[src/rtl/spi_clkdiv_pkg.sv]
package spi_clkdiv_pkg;
  typedef enum logic {
    LAW_POW2   = 1'b0,
    LAW_LINEAR = 1'b1
  } div_law_e;

  function automatic int unsigned max_u(input int unsigned a, input int unsigned b);
    return (a > b) ? a : b;
  endfunction
endpackage

[src/rtl/spi_clkdiv_decode.sv]
module spi_clkdiv_decode #(
  parameter int LIN_W = 8,
  parameter int EXP_W = 4,
  parameter int CNT_W = 14
) (
  input  logic [LIN_W+EXP_W:0] cfg,
  output logic [CNT_W-1:0]     hp_m1
);
  import spi_clkdiv_pkg::*;

  localparam int EXP_LSB  = LIN_W;
  localparam int LAW_BIT  = LIN_W + EXP_W;

  logic [LIN_W-1:0] lin_n;
  logic [EXP_W-1:0] exp_m;
  div_law_e         law;
  logic [CNT_W-1:0] one_v;
  logic [CNT_W-1:0] pow_m1;

  assign lin_n = cfg[LIN_W-1:0];
  assign exp_m = cfg[EXP_LSB +: EXP_W];
  assign law   = div_law_e'(cfg[LAW_BIT]);
  assign one_v = {{(CNT_W-1){1'b0}}, 1'b1};

  // Exponent zero cannot be produced by toggling; it folds onto ratio 2.
  always_comb begin
    if (exp_m == '0) pow_m1 = '0;
    else             pow_m1 = (one_v << (exp_m - 1'b1)) - one_v;
  end

  always_comb begin
    if (law == LAW_LINEAR) hp_m1 = CNT_W'(lin_n);
    else                   hp_m1 = pow_m1;
  end
endmodule

[src/rtl/spi_clkdiv_hold.sv]
module spi_clkdiv_hold #(
  parameter int CNT_W = 14
) (
  input  logic             clk,
  input  logic             rst,
  input  logic             busy,
  input  logic [CNT_W-1:0] hp_m1_in,
  output logic [CNT_W-1:0] hp_m1_q
);
  always_ff @(posedge clk) begin
    if (rst)        hp_m1_q <= '0;
    else if (!busy) hp_m1_q <= hp_m1_in;
  end

  AST_CFG_FROZEN: assert property (@(posedge clk) disable iff (rst)
    busy |=> $stable(hp_m1_q));
endmodule

[src/rtl/spi_clkdiv_phase.sv]
module spi_clkdiv_phase #(
  parameter int CNT_W = 14
) (
  input  logic             clk,
  input  logic             rst,
  input  logic             en,
  input  logic [CNT_W-1:0] hp_m1,
  output logic             tick,
  output logic             sclk_q,
  output logic             rise,
  output logic             fall
);
  logic [CNT_W-1:0] cnt;
  logic             at_end;

  // Greater-or-equal keeps the counter safe when a smaller setting lands.
  assign at_end = (cnt >= hp_m1);

  always_ff @(posedge clk) begin
    if (rst || !en) begin
      cnt    <= '0;
      tick   <= 1'b0;
      sclk_q <= 1'b0;
      rise   <= 1'b0;
      fall   <= 1'b0;
    end else if (at_end) begin
      cnt    <= '0;
      tick   <= 1'b1;
      sclk_q <= ~sclk_q;
      rise   <= ~sclk_q;
      fall   <= sclk_q;
    end else begin
      cnt    <= cnt + 1'b1;
      tick   <= 1'b0;
      rise   <= 1'b0;
      fall   <= 1'b0;
    end
  end

  AST_TICK_TOGGLES: assert property (@(posedge clk) disable iff (rst)
    tick |-> (sclk_q != $past(sclk_q)));
  AST_RISE_LEVEL: assert property (@(posedge clk) disable iff (rst)
    (rise || fall) |-> (tick && (rise == sclk_q)));
  AST_CNT_BOUND: assert property (@(posedge clk) disable iff (rst)
    $stable(hp_m1) |-> (cnt <= hp_m1));
  AST_QUIET_OFF: assert property (@(posedge clk) disable iff (rst)
    !en |=> (!tick && !sclk_q && !rise && !fall));
endmodule

[src/rtl/spi_clkdiv.sv]
module spi_clkdiv #(
  parameter int LIN_W = 8,
  parameter int EXP_W = 4
) (
  input  logic                 clk,
  input  logic                 rst,
  input  logic                 en,
  input  logic                 busy,
  input  logic [LIN_W+EXP_W:0] cfg_word,
  output logic                 tick,
  output logic                 sclk_lvl,
  output logic                 edge_rise,
  output logic                 edge_fall
);
  import spi_clkdiv_pkg::*;

  localparam int CNT_W = int'(max_u(LIN_W, (1 << EXP_W) - 2));

  logic [CNT_W-1:0] hp_m1_next;
  logic [CNT_W-1:0] hp_m1_held;

  spi_clkdiv_decode #(.LIN_W(LIN_W), .EXP_W(EXP_W), .CNT_W(CNT_W)) u_decode (
    .cfg   (cfg_word),
    .hp_m1 (hp_m1_next)
  );

  spi_clkdiv_hold #(.CNT_W(CNT_W)) u_hold (
    .clk      (clk),
    .rst      (rst),
    .busy     (busy),
    .hp_m1_in (hp_m1_next),
    .hp_m1_q  (hp_m1_held)
  );

  spi_clkdiv_phase #(.CNT_W(CNT_W)) u_phase (
    .clk    (clk),
    .rst    (rst),
    .en     (en),
    .hp_m1  (hp_m1_held),
    .tick   (tick),
    .sclk_q (sclk_lvl),
    .rise   (edge_rise),
    .fall   (edge_fall)
  );
endmodule

[config.mk]
export PLATFORM = sky130hd
export DESIGN_NAME = spi_clkdiv
export DESIGN_NICKNAME = d
export VERILOG_FILES = /design/src/rtl/spi_clkdiv_pkg.sv /design/src/rtl/spi_clkdiv_decode.sv /design/src/rtl/spi_clkdiv_hold.sv /design/src/rtl/spi_clkdiv_phase.sv /design/src/rtl/spi_clkdiv.sv
export SDC_FILE = /design/constraint.sdc
export NUM_CORES = 1
export LEC_CHECK = 0
export ABC_AREA = 1
export BUFFER_PORTS_ARGS = -buffer_cell sky130_fd_sc_hd__clkbuf_2
export CAP_MARGIN = 20
export CORE_UTILIZATION = 62
export DETAILED_ROUTE_END_ITERATION = 10
export PLACE_DENSITY = 0.83
export SLEW_MARGIN = 40
export SYNTH_ARGS = -nofsm -noshare
export SYNTH_HDL_FRONTEND = slang
export SYNTH_HIERARCHICAL = 1
export SYNTH_SLANG_ARGS = --single-unit
[constraint.sdc]
create_clock -name clk -period 2.5 [get_ports clk]
set_clock_uncertainty 0.2 [all_clocks]
set_input_delay 0.125 -clock clk [delete_from_list [all_inputs] [get_ports clk]]
set_output_delay 0.125 -clock clk [all_outputs]
set_load 0.01 [all_outputs]
==> impl_metrics.xml, run 1 <==
<?xml version="1.0" encoding="UTF-8"?>
<metrics>
  <group name="status">
    <metric name="run_status" unit="">finished, final reports clean</metric>
  </group>
  <group name="logic_synthesis">
    <metric name="synth_ff_type" unit="">sky130_fd_sc_hd__dfxtp_1</metric>
    <metric name="synth_most_common_cell" unit="">sky130_fd_sc_hd__nand2_1</metric>
    <metric name="syn_nets" unit="">378</metric>
    <metric name="synth_seq_area_share" unit="%">28.7</metric>
    <metric name="yosys_register_bits" unit="">32</metric>
    <metric name="yosys.area.top_type" unit="">sky130_fd_sc_hd__dfxtp_1</metric>
    <metric name="synth_top_area_share" unit="%">28.7</metric>
    <metric name="synth_enable_flop_cells" unit="">0</metric>
    <metric name="syn_area" unit="um^2">2240</metric>
    <metric name="synth.distinct_cells" unit="">28</metric>
    <metric name="async_reset_ff_share" unit="%">0</metric>
    <metric name="postSynthCellCount" unit="">345</metric>
    <metric name="post_synth_main_area_contributors" unit="">sky130_fd_sc_hd__dfxtp_1 (29%), sky130_fd_sc_hd__nand2_1 (15%), sky130_fd_sc_hd__inv_1 (9.7%)</metric>
    <metric name="synth_common_cells" unit="">sky130_fd_sc_hd__nand2_1 (92), sky130_fd_sc_hd__inv_1 (58), sky130_fd_sc_hd__nor2_1 (55)</metric>
    <metric name="synth.yosys.warnings" unit="">6</metric>
    <metric name="syn_avg_cell_area" unit="um^2">6.48</metric>
  </group>
  <group name="final_layout">
    <metric name="final_nets" unit="">409</metric>
    <metric name="layout.area.seq" unit="um^2">641</metric>
    <metric name="antennaDiodeCount" unit="">0</metric>
    <metric name="layout-area-overhead-vs-synth" unit="%">11.8</metric>
    <metric name="nFillCells" unit="">288</metric>
    <metric name="design_area" unit="um^2">2500</metric>
    <metric name="final_layout_size_suffix_gt1_share" unit="%">15.9</metric>
    <metric name="multiInputGateArea" unit="um^2">1290</metric>
  </group>
  <group name="global_routing">
    <metric name="globalRouteMet3Util" unit="%">8.49</metric>
    <metric name="antenna_found_initial" unit="">0</metric>
    <metric name="grt_util_all_layers" unit="%">26.6</metric>
    <metric name="grt_max_degree" unit="">29</metric>
    <metric name="grtUsageMet2" unit="%">40.1</metric>
    <metric name="grt_busiest_layer" unit="">met2</metric>
    <metric name="grt_first_pass_wirelength" unit="mm">7.22</metric>
    <metric name="vias_in_the_first_global_route" unit="">1722</metric>
    <metric name="global_route.overflow_total" unit="">0</metric>
    <metric name="global_route.usage.met1" unit="%">35.9</metric>
  </group>
  <group name="die">
    <metric name="die_ht" unit="um">62.1</metric>
    <metric name="die_w" unit="um">62.1</metric>
    <metric name="num_rows" unit="">21</metric>
    <metric name="io_pins" unit="">21</metric>
    <metric name="core-area" unit="um^2">3390</metric>
    <metric name="initial_core_util" unit="%">66.0</metric>
    <metric name="design.die.area" unit="um^2">3850</metric>
  </group>
  <group name="cts">
    <metric name="cts_tree" unit="">built</metric>
    <metric name="post_cts_resize_count" unit="">0</metric>
    <metric name="worst_case_clock_buffer_depth" unit="">2</metric>
    <metric name="clk_transition_reported_paths" unit="ns">0.09</metric>
    <metric name="cts_max_level" unit="">2</metric>
    <metric name="cts_inserted_buffers" unit="">5</metric>
    <metric name="worst_skew_pair.late_latency" unit="ns">0.35</metric>
    <metric name="cts.root.buffer_cell" unit="">sky130_fd_sc_hd__clkbuf_4</metric>
    <metric name="cts_sink_cnt" unit="">32</metric>
  </group>
  <group name="min_path">
    <metric name="timing.hold.worst.class" unit="">primary input to flip-flop</metric>
    <metric name="holdCritStartpoint" unit="">cfg_word[10]</metric>
    <metric name="whs_path_cells" unit="">5</metric>
    <metric name="whs_endpoint" unit="">u_hold/hp_m1_q[11]</metric>
  </group>
  <group name="power_and_ir_drop">
    <metric name="power_density" unit="nW/um^2">428</metric>
    <metric name="worst_ir_drop_vdd" unit="uV">353</metric>
    <metric name="p_leak" unit="nW">1.26</metric>
  </group>
  <group name="sta">
    <metric name="timing.slew.headroom" unit="%">67.2</metric>
    <metric name="count_of_pins_over_their_slew_limit" unit="">0</metric>
    <metric name="setup_tns" unit="ns">0</metric>
    <metric name="grt_setup_unrepaired" unit="">false</metric>
    <metric name="layout_min_cycle_time" unit="ns">1.84</metric>
    <metric name="whs" unit="ns">0.0386</metric>
    <metric name="worst_margin_slew" unit="ns">0.492</metric>
    <metric name="report.final.hold_viol_count" unit="">0</metric>
    <metric name="setup_viol" unit="">0</metric>
    <metric name="crit_share_post_route" unit="%">73.7</metric>
    <metric name="clock.fmax" unit="MHz">543</metric>
  </group>
  <group name="run">
    <metric name="drv_cap" unit="">0</metric>
  </group>
  <group name="worst_setup_path">
    <metric name="timing.critical_path.max_delay_family" unit="">simple AND/OR/NAND/NOR gates</metric>
    <metric name="worst-r2r-setup-slack" unit="ns">0.66</metric>
    <metric name="critPathLaunchType" unit="">flip-flop</metric>
    <metric name="cell_type_with_the_highest_occurrence_count_on_the_critical_path" unit="">sky130_fd_sc_hd__nand2_1</metric>
    <metric name="critPathMaxFanout" unit="">14</metric>
    <metric name="cp_data_arrival_time" unit="ns">1.93</metric>
    <metric name="cp-end-kind" unit="">flip-flop</metric>
    <metric name="critPathKind" unit="">flip-flop to flip-flop</metric>
    <metric name="wp_data_required" unit="ns">2.59</metric>
    <metric name="cpPeakStageDelay" unit="ns">0.48</metric>
    <metric name="r2r.worst_path.cells" unit="">10</metric>
    <metric name="cp_num_buf_inv" unit="">1</metric>
    <metric name="timing.critical_path.slowest_stage_cell" unit="">sky130_fd_sc_hd__dfxtp_1</metric>
    <metric name="path_cells" unit="">ha_1 &gt; nand2_1 &gt; nor2_1 &gt; nand2_1 &gt; nand2_1 &gt; nand2_1 &gt; nand2_1 &gt; inv_2 &gt; nand3_4 &gt; nor2_1</metric>
    <metric name="critical_path.reg2reg.endpoint" unit="">u_phase/cnt[13]</metric>
    <metric name="worstReg2RegStart" unit="">u_phase/cnt[3]</metric>
  </group>
  <group name="drt">
    <metric name="drt-total-wl" unit="mm">4.53</metric>
    <metric name="detailedRoute.firstPassIterationCount" unit="">4</metric>
    <metric name="post_drt_wl_per_cell" unit="um">10.7</metric>
    <metric name="routed-via-count" unit="">2098</metric>
    <metric name="detail-route-antenna-nets" unit="">0</metric>
    <metric name="drtIter0Drc" unit="">129</metric>
    <metric name="viasPerCell" unit="">4.96</metric>
    <metric name="drc" unit="">0</metric>
  </group>
  <group name="place">
    <metric name="place.gp.congestion" unit="">0.906</metric>
    <metric name="numPortBuffers" unit="">20</metric>
    <metric name="detailed_place.area" unit="um^2">2330</metric>
    <metric name="detailedPlacementHpwl" unit="mm">3.34</metric>
  </group>
</metrics>
metrics by stage:
stage	util, %	total power, mW	worst slack (ns)	std cells
4_1_cts	73.7	1.08	0.640	423
2_1_floorplan	-	0.709	0.841	345
3_3_place_gp	68.7	0.744	0.603	404
6_report	73.7	1.07	0.658	423
5_1_grt	73.7	1.14	0.498	423
3_5_place_dp	68.7	0.749	0.605	404
flip-flops by register name (all words and copies together) (netlist names):
register / flops
u_phase/tick: 1
u_phase/rise: 1
u_phase/cnt: 14
u_hold/hp_m1_q: 14
u_phase/sclk_q: 1
u_phase/fall: 1
routing by layer:
metal  routed length [um]  vias to the layer above
li1                     -                     1113
met1                 2180                      928
met2                 2070                       51
met3                  223                        6
met4                   54                        0
met5                    0                        -
kinds of logic (layout without fill, tap and decap cells):
family	count (synthesis)	in the layout	share of synthesized area [%]
buffers and inverters	72	104	13.8
XOR/XNOR	10	10	3.92
AND/OR/NAND/NOR	198	198	40.7
AO/OA/AOI/OAI	17	17	4.03
flip-flops	32	32	28.7
adder cells (fa/ha/maj)	16	16	8.95
report_power, final:
group          leakage (nW)  switching, mW  total [mW]  internal, mW
sequential            0.261         0.0115       0.541         0.529
combinational         0.964          0.134       0.214        0.0803
clock                0.0326          0.177       0.316         0.138
repair_timing:
action,CTS,global route
setup buffers,0,0
hold buffers,11,0
endpoints found under the hold margin,12,0
worst max-delay path by stage:
stage / startpoint / endpoint / slack (ns) / cells after the start
finish: u_phase/cnt[3] / u_phase/cnt[13] / 0.66 / 10
floorplan: u_phase/cnt[3] / u_phase/cnt[7] / 0.84 / 11
global placement: cfg_word[10] / u_hold/hp_m1_q[4] / 0.60 / 13
CTS: u_phase/cnt[3] / u_phase/cnt[13] / 0.64 / 10
detailed placement: cfg_word[10] / u_hold/hp_m1_q[4] / 0.61 / 13
global route: u_phase/cnt[3] / u_phase/cnt[13] / 0.50 / 10
layout by cell type, fill, tap and decap left out, types with 2 or more instances in the layout:
cell type,count
sky130_fd_sc_hd__a21oi_1,8
sky130_fd_sc_hd__clkbuf_1,2
sky130_fd_sc_hd__clkbuf_2,20
sky130_fd_sc_hd__clkbuf_4,5
sky130_fd_sc_hd__dfxtp_1,32
sky130_fd_sc_hd__dlygate4sd3_1,11
sky130_fd_sc_hd__ha_1,16
sky130_fd_sc_hd__inv_1,58
sky130_fd_sc_hd__inv_2,7
sky130_fd_sc_hd__nand2_1,92
sky130_fd_sc_hd__nand2_2,3
sky130_fd_sc_hd__nand3_1,16
sky130_fd_sc_hd__nand3_2,3
sky130_fd_sc_hd__nand3_4,2
sky130_fd_sc_hd__nand4_1,6
sky130_fd_sc_hd__nor2_1,55
sky130_fd_sc_hd__nor2_2,14
sky130_fd_sc_hd__nor3_1,2
sky130_fd_sc_hd__o21ai_0,6
sky130_fd_sc_hd__xnor2_1,5
sky130_fd_sc_hd__xor2_1,5
worst min-delay path, stage by stage:
cell	delay (ns)
sky130_fd_sc_hd__clkbuf_2	0.12
sky130_fd_sc_hd__nand3_1	0.11
sky130_fd_sc_hd__nor2_1	0.04
sky130_fd_sc_hd__nor2_1	0.11
sky130_fd_sc_hd__nor2_1	0.05
cell type report:
class / instances / share of cell area, %
Multi-Input combinational cell: 241 / 51.5
Timing Repair Buffer: 31 / 8.41
Sequential cell: 32 / 25.6
Tap cell: 46 / 2.30
Inverter: 65 / 9.76
Clock buffer: 8 / 2.35
(Power assumes the default switching activity.)
==> inputs of run 2 (changes only) <==
--- a/config.mk
+++ b/config.mk
@@ -5,12 +5,12 @@
 export SDC_FILE = /design/constraint.sdc
 export NUM_CORES = 1
 export LEC_CHECK = 0
-export ABC_AREA = 1
+export ABC_AREA = 0
 export BUFFER_PORTS_ARGS = -buffer_cell sky130_fd_sc_hd__clkbuf_2
 export CAP_MARGIN = 20
-export CORE_UTILIZATION = 62
+export CORE_UTILIZATION = 58
 export DETAILED_ROUTE_END_ITERATION = 10
-export PLACE_DENSITY = 0.83
+export PLACE_DENSITY = 0.79
 export SLEW_MARGIN = 40
 export SYNTH_ARGS = -nofsm -noshare
 export SYNTH_HDL_FRONTEND = slang
==> constraint.sdc (replaced) <==
create_clock -name clk -period 1.9 [get_ports clk]
set_clock_uncertainty 0.2 [all_clocks]
set_input_delay 0.095 -clock clk [delete_from_list [all_inputs] [get_ports clk]]
set_output_delay 0.095 -clock clk [all_outputs]
set_load 0.01 [all_outputs]
==> impl_metrics.xml, run 2 <==
<?xml version="1.0" encoding="UTF-8"?>
<metrics>
  <group name="place">
    <metric name="place.gp.congestion" unit="">0.839</metric>
    <metric name="numPortBuffers" unit="">20</metric>
    <metric name="detailedPlacementHpwl" unit="mm">3.05</metric>
    <metric name="detailed_place.area" unit="um^2">2220</metric>
    <metric name="post-place-cells" unit="">308</metric>
  </group>
  <group name="min_path">
    <metric name="timing.hold.worst.class" unit="">primary input to flip-flop</metric>
    <metric name="whs_path_cells" unit="">4</metric>
    <metric name="whs_endpoint" unit="">u_phase/sclk_q</metric>
    <metric name="holdCritStartpoint" unit="">en</metric>
  </group>
  <group name="cts">
    <metric name="worst_skew_pair.late_latency" unit="ns">0.36</metric>
    <metric name="cts_max_level" unit="">2</metric>
    <metric name="cts_sink_cnt" unit="">32</metric>
    <metric name="clk_transition_reported_paths" unit="ns">0.12</metric>
    <metric name="cts_inserted_buffers" unit="">5</metric>
    <metric name="worst_case_clock_buffer_depth" unit="">2</metric>
    <metric name="cts.root.buffer_cell" unit="">sky130_fd_sc_hd__clkbuf_4</metric>
    <metric name="cts_tree" unit="">built</metric>
  </group>
  <group name="logic_synthesis">
    <metric name="syn_area" unit="um^2">2000</metric>
    <metric name="synth_enable_flop_cells" unit="">0</metric>
    <metric name="yosys.area.top_type" unit="">sky130_fd_sc_hd__dfxtp_1</metric>
    <metric name="synth_ff_type" unit="">sky130_fd_sc_hd__dfxtp_1</metric>
    <metric name="syn_nets" unit="">268</metric>
    <metric name="async_reset_ff_share" unit="%">0</metric>
    <metric name="yosys_register_bits" unit="">32</metric>
    <metric name="synth.yosys.warnings" unit="">6</metric>
    <metric name="synth_seq_area_share" unit="%">32.1</metric>
    <metric name="synth_top_area_share" unit="%">32.1</metric>
    <metric name="synth.distinct_cells" unit="">47</metric>
    <metric name="syn_avg_cell_area" unit="um^2">8.50</metric>
    <metric name="postSynthCellCount" unit="">235</metric>
    <metric name="post_synth_main_area_contributors" unit="">sky130_fd_sc_hd__dfxtp_1 (32%), sky130_fd_sc_hd__ha_1 (10%), sky130_fd_sc_hd__mux2i_1 (7.0%)</metric>
    <metric name="synth_most_common_cell" unit="">sky130_fd_sc_hd__nor2_1</metric>
    <metric name="synth_common_cells" unit="">sky130_fd_sc_hd__nor2_1 (37), sky130_fd_sc_hd__dfxtp_1 (32), sky130_fd_sc_hd__inv_1 (20)</metric>
  </group>
  <group name="drt">
    <metric name="drt-total-wl" unit="mm">5.33</metric>
    <metric name="detail-route-antenna-nets" unit="">0</metric>
    <metric name="met2_wirelength" unit="mm">2.72</metric>
    <metric name="detailedRoute.firstPassIterationCount" unit="">4</metric>
    <metric name="routed-via-count" unit="">1883</metric>
    <metric name="met1_routed_length" unit="mm">2.19</metric>
    <metric name="met3_wirelength" unit="um">227</metric>
    <metric name="drtIter0Drc" unit="">137</metric>
    <metric name="drc" unit="">0</metric>
    <metric name="viasPerCell" unit="">5.69</metric>
    <metric name="highest_layer" unit="">met4</metric>
    <metric name="post_drt_wl_per_cell" unit="um">16.1</metric>
  </group>
  <group name="status">
    <metric name="failed_checks" unit="">negative setup slack</metric>
    <metric name="run_status" unit="">finished, violations left</metric>
  </group>
  <group name="final_layout">
    <metric name="layout_commonest_cell" unit="">sky130_fd_sc_hd__nor2_1</metric>
    <metric name="antennaDiodeCount" unit="">0</metric>
    <metric name="layout-area-overhead-vs-synth" unit="%">31.0</metric>
    <metric name="design_area" unit="um^2">2620</metric>
    <metric name="layout.cells.most_common_list" unit="">sky130_fd_sc_hd__nor2_1 (32), sky130_fd_sc_hd__buf_4 (22), sky130_fd_sc_hd__clkbuf_2 (20), sky130_fd_sc_hd__dfxtp_1 (20), sky130_fd_sc_hd__nand2_1 (16)</metric>
    <metric name="final_nets" unit="">319</metric>
    <metric name="stdcell_count" unit="">331</metric>
    <metric name="final_layout_size_suffix_gt1_share" unit="%">34.5</metric>
    <metric name="reg_top3" unit="">u_hold/hp_m1_q: 14 flops, u_phase/cnt: 14 flops</metric>
  </group>
  <group name="die">
    <metric name="io_pins" unit="">21</metric>
    <metric name="initial_core_util" unit="%">63.3</metric>
    <metric name="core-area" unit="um^2">3150</metric>
    <metric name="design.die.area" unit="um^2">3680</metric>
    <metric name="num_rows" unit="">20</metric>
    <metric name="die_w" unit="um">60.7</metric>
    <metric name="die_ht" unit="um">60.7</metric>
  </group>
  <group name="sta">
    <metric name="grt_setup_unrepaired" unit="">true</metric>
    <metric name="setup_viol" unit="">16</metric>
    <metric name="crit_share_post_route" unit="%">103</metric>
    <metric name="worst_margin_slew" unit="ns">0.654</metric>
    <metric name="layout_setup_ws" unit="ns">-0.0483</metric>
    <metric name="timing.slew.headroom" unit="%">56.3</metric>
    <metric name="count_of_pins_over_their_slew_limit" unit="">0</metric>
    <metric name="layout_min_cycle_time" unit="ns">1.95</metric>
    <metric name="clock.fmax" unit="MHz">513</metric>
    <metric name="report.final.hold_viol_count" unit="">0</metric>
  </group>
  <group name="global_routing">
    <metric name="grt_max_degree" unit="">16</metric>
    <metric name="grt_util_all_layers" unit="%">29.4</metric>
    <metric name="grt_first_pass_wirelength" unit="mm">7.67</metric>
    <metric name="antenna_found_initial" unit="">0</metric>
    <metric name="global_route.overflow_total" unit="">0</metric>
    <metric name="vias_in_the_first_global_route" unit="">1680</metric>
  </group>
  <group name="worst_setup_path">
    <metric name="critPathLaunchType" unit="">flip-flop</metric>
    <metric name="cp_data_arrival_time" unit="ns">2.04</metric>
    <metric name="critical_path.reg2reg.endpoint" unit="">u_phase/cnt[5]</metric>
    <metric name="critPathMaxFanout" unit="">7</metric>
    <metric name="critPathKind" unit="">flip-flop to flip-flop</metric>
    <metric name="path_cells" unit="">ha_4 &gt; nand2b_1 &gt; a21oi_2 &gt; o311ai_4 &gt; buf_12 &gt; nand4b_4 &gt; nor2_1</metric>
    <metric name="worstReg2RegStart" unit="">u_phase/cnt[1]</metric>
    <metric name="cpPeakStageDelay" unit="ns">0.42</metric>
    <metric name="worst-r2r-setup-slack" unit="ns">-0.05</metric>
    <metric name="wp_data_required" unit="ns">1.99</metric>
    <metric name="r2r.worst_path.cells" unit="">7</metric>
    <metric name="cp-end-kind" unit="">flip-flop</metric>
    <metric name="timing.critical_path.slowest_stage_cell" unit="">sky130_fd_sc_hd__dfxtp_1</metric>
  </group>
  <group name="run">
    <metric name="drv_cap" unit="">0</metric>
  </group>
  <group name="power_and_ir_drop">
    <metric name="power_density" unit="nW/um^2">567</metric>
    <metric name="worst_ir_drop_vdd" unit="uV">418</metric>
    <metric name="p_leak" unit="nW">1.11</metric>
  </group>
</metrics>
[run 2: cell count changes after synthesis, sizes merged, moves of 3 or more]
| cell | previous run | this run |
|---|---|---|
| and2 | 0 | 3 |
| nand3 | 21 | 8 |
| nand2 | 96 | 17 |
| nor2b | 0 | 3 |
| nor2 | 71 | 38 |
| o31ai | 0 | 3 |
| inv | 65 | 20 |
| a31oi | 1 | 5 |
| mux2i | 0 | 14 |
| xor2 | 5 | 9 |
| and3 | 0 | 3 |
| a21oi | 8 | 11 |
[run 2: worst max-delay path by stage]
stage / from / end / slack, ns / cells after the start
finish: u_phase/cnt[1] / u_phase/cnt[5] / -0.05 / 7
global route: u_phase/cnt[1] / u_phase/cnt[5] / -0.11 / 7
CTS: u_hold/hp_m1_q[11] / u_phase/sclk_q / -0.005 / 7
detailed placement: u_hold/hp_m1_q[5] / u_phase/cnt[7] / -0.09 / 7
global placement: u_hold/hp_m1_q[5] / u_phase/cnt[12] / 0.007 / 7
floorplan: u_phase/cnt[1] / u_phase/cnt[10] / 0.07 / 7
[run 2: power breakdown]
part	leakage, nW	internal [mW]	switching, mW
Sequential	0.265	0.698	0.0163
Clock	0.0274	0.145	0.269
Combinational	0.819	0.162	0.193
[run 2: logic make-up (layout without fill, tap and decap cells)]
| kind of cell | after synthesis | count (layout) | synth area share (%) |
|---|---|---|---|
| AND/OR/NAND/NOR | 91 | 92 | 23.9 |
| AO/OA/AOI/OAI | 38 | 38 | 13.3 |
| flip-flops | 32 | 32 | 32.1 |
| buffers and inverters | 31 | 82 | 7.96 |
| adder cells (fa/ha/maj) | 16 | 16 | 10.0 |
| multiplexers | 14 | 14 | 7.02 |
| XOR/XNOR | 13 | 13 | 5.70 |
[run 2: critical path, delay by kind of cell, from the launching register on]
family,cells,cell delay (ns)
AOI/OAI and AO/OA,2,0.42
buffers and inverters,1,0.17
adders and majority gates,1,0.23
and+or+nand+nor,3,0.45
DFF,1,0.42
[run 2: cell type report]
| type | count | area, um^2 |
|---|---|---|
| multi-input combinational | 173 | 1370 |
| timing repair buffer | 54 | 395 |
| inverter | 20 | 75.1 |
| clock buffer | 5 | 37.5 |
| sequential | 32 | 656 |
| tap | 44 | 55.1 |
| fill | 190 | 537 |
| clock inverter | 3 | 23.8 |
[run 2: what timing repair did]
action	CTS	global route
endpoints found under the hold margin	18	0
buffers inserted	1	3
hold buffers	11	0
setup endpoints to repair	16	18
cloned	1	0
gates resized for setup	10	33
pin swaps	6	17
[run 2: layer usage]
layer / vias up / track usage, %
li1: 925 / -
met1: 872 / 35.0
met2: 67 / 49.0
met3: 19 / 8.74
met4: 0 / 13.3
met5: - / 0
[run 2: per-stage QoR]
| stage | utilization (%) | setup TNS, ns | setup WS (ns) | total power, mW | hold slack, ns |
|---|---|---|---|---|---|
| finish | 83.0 | -0.519 | -0.0483 | 1.48 | 0.0404 |
| global placement | 70.4 | 0 | 0.00655 | 0.977 | 0.235 |
| detailed placement | 70.4 | -0.889 | -0.0937 | 0.982 | 0.258 |
| global route | 83.0 | -1.47 | -0.111 | 1.56 | 0.0371 |
| CTS | 77.7 | -0.00502 | -0.00502 | 1.43 | 0.0235 |
| floorplan | - | 0 | 0.0678 | 0.912 | -0.0326 |
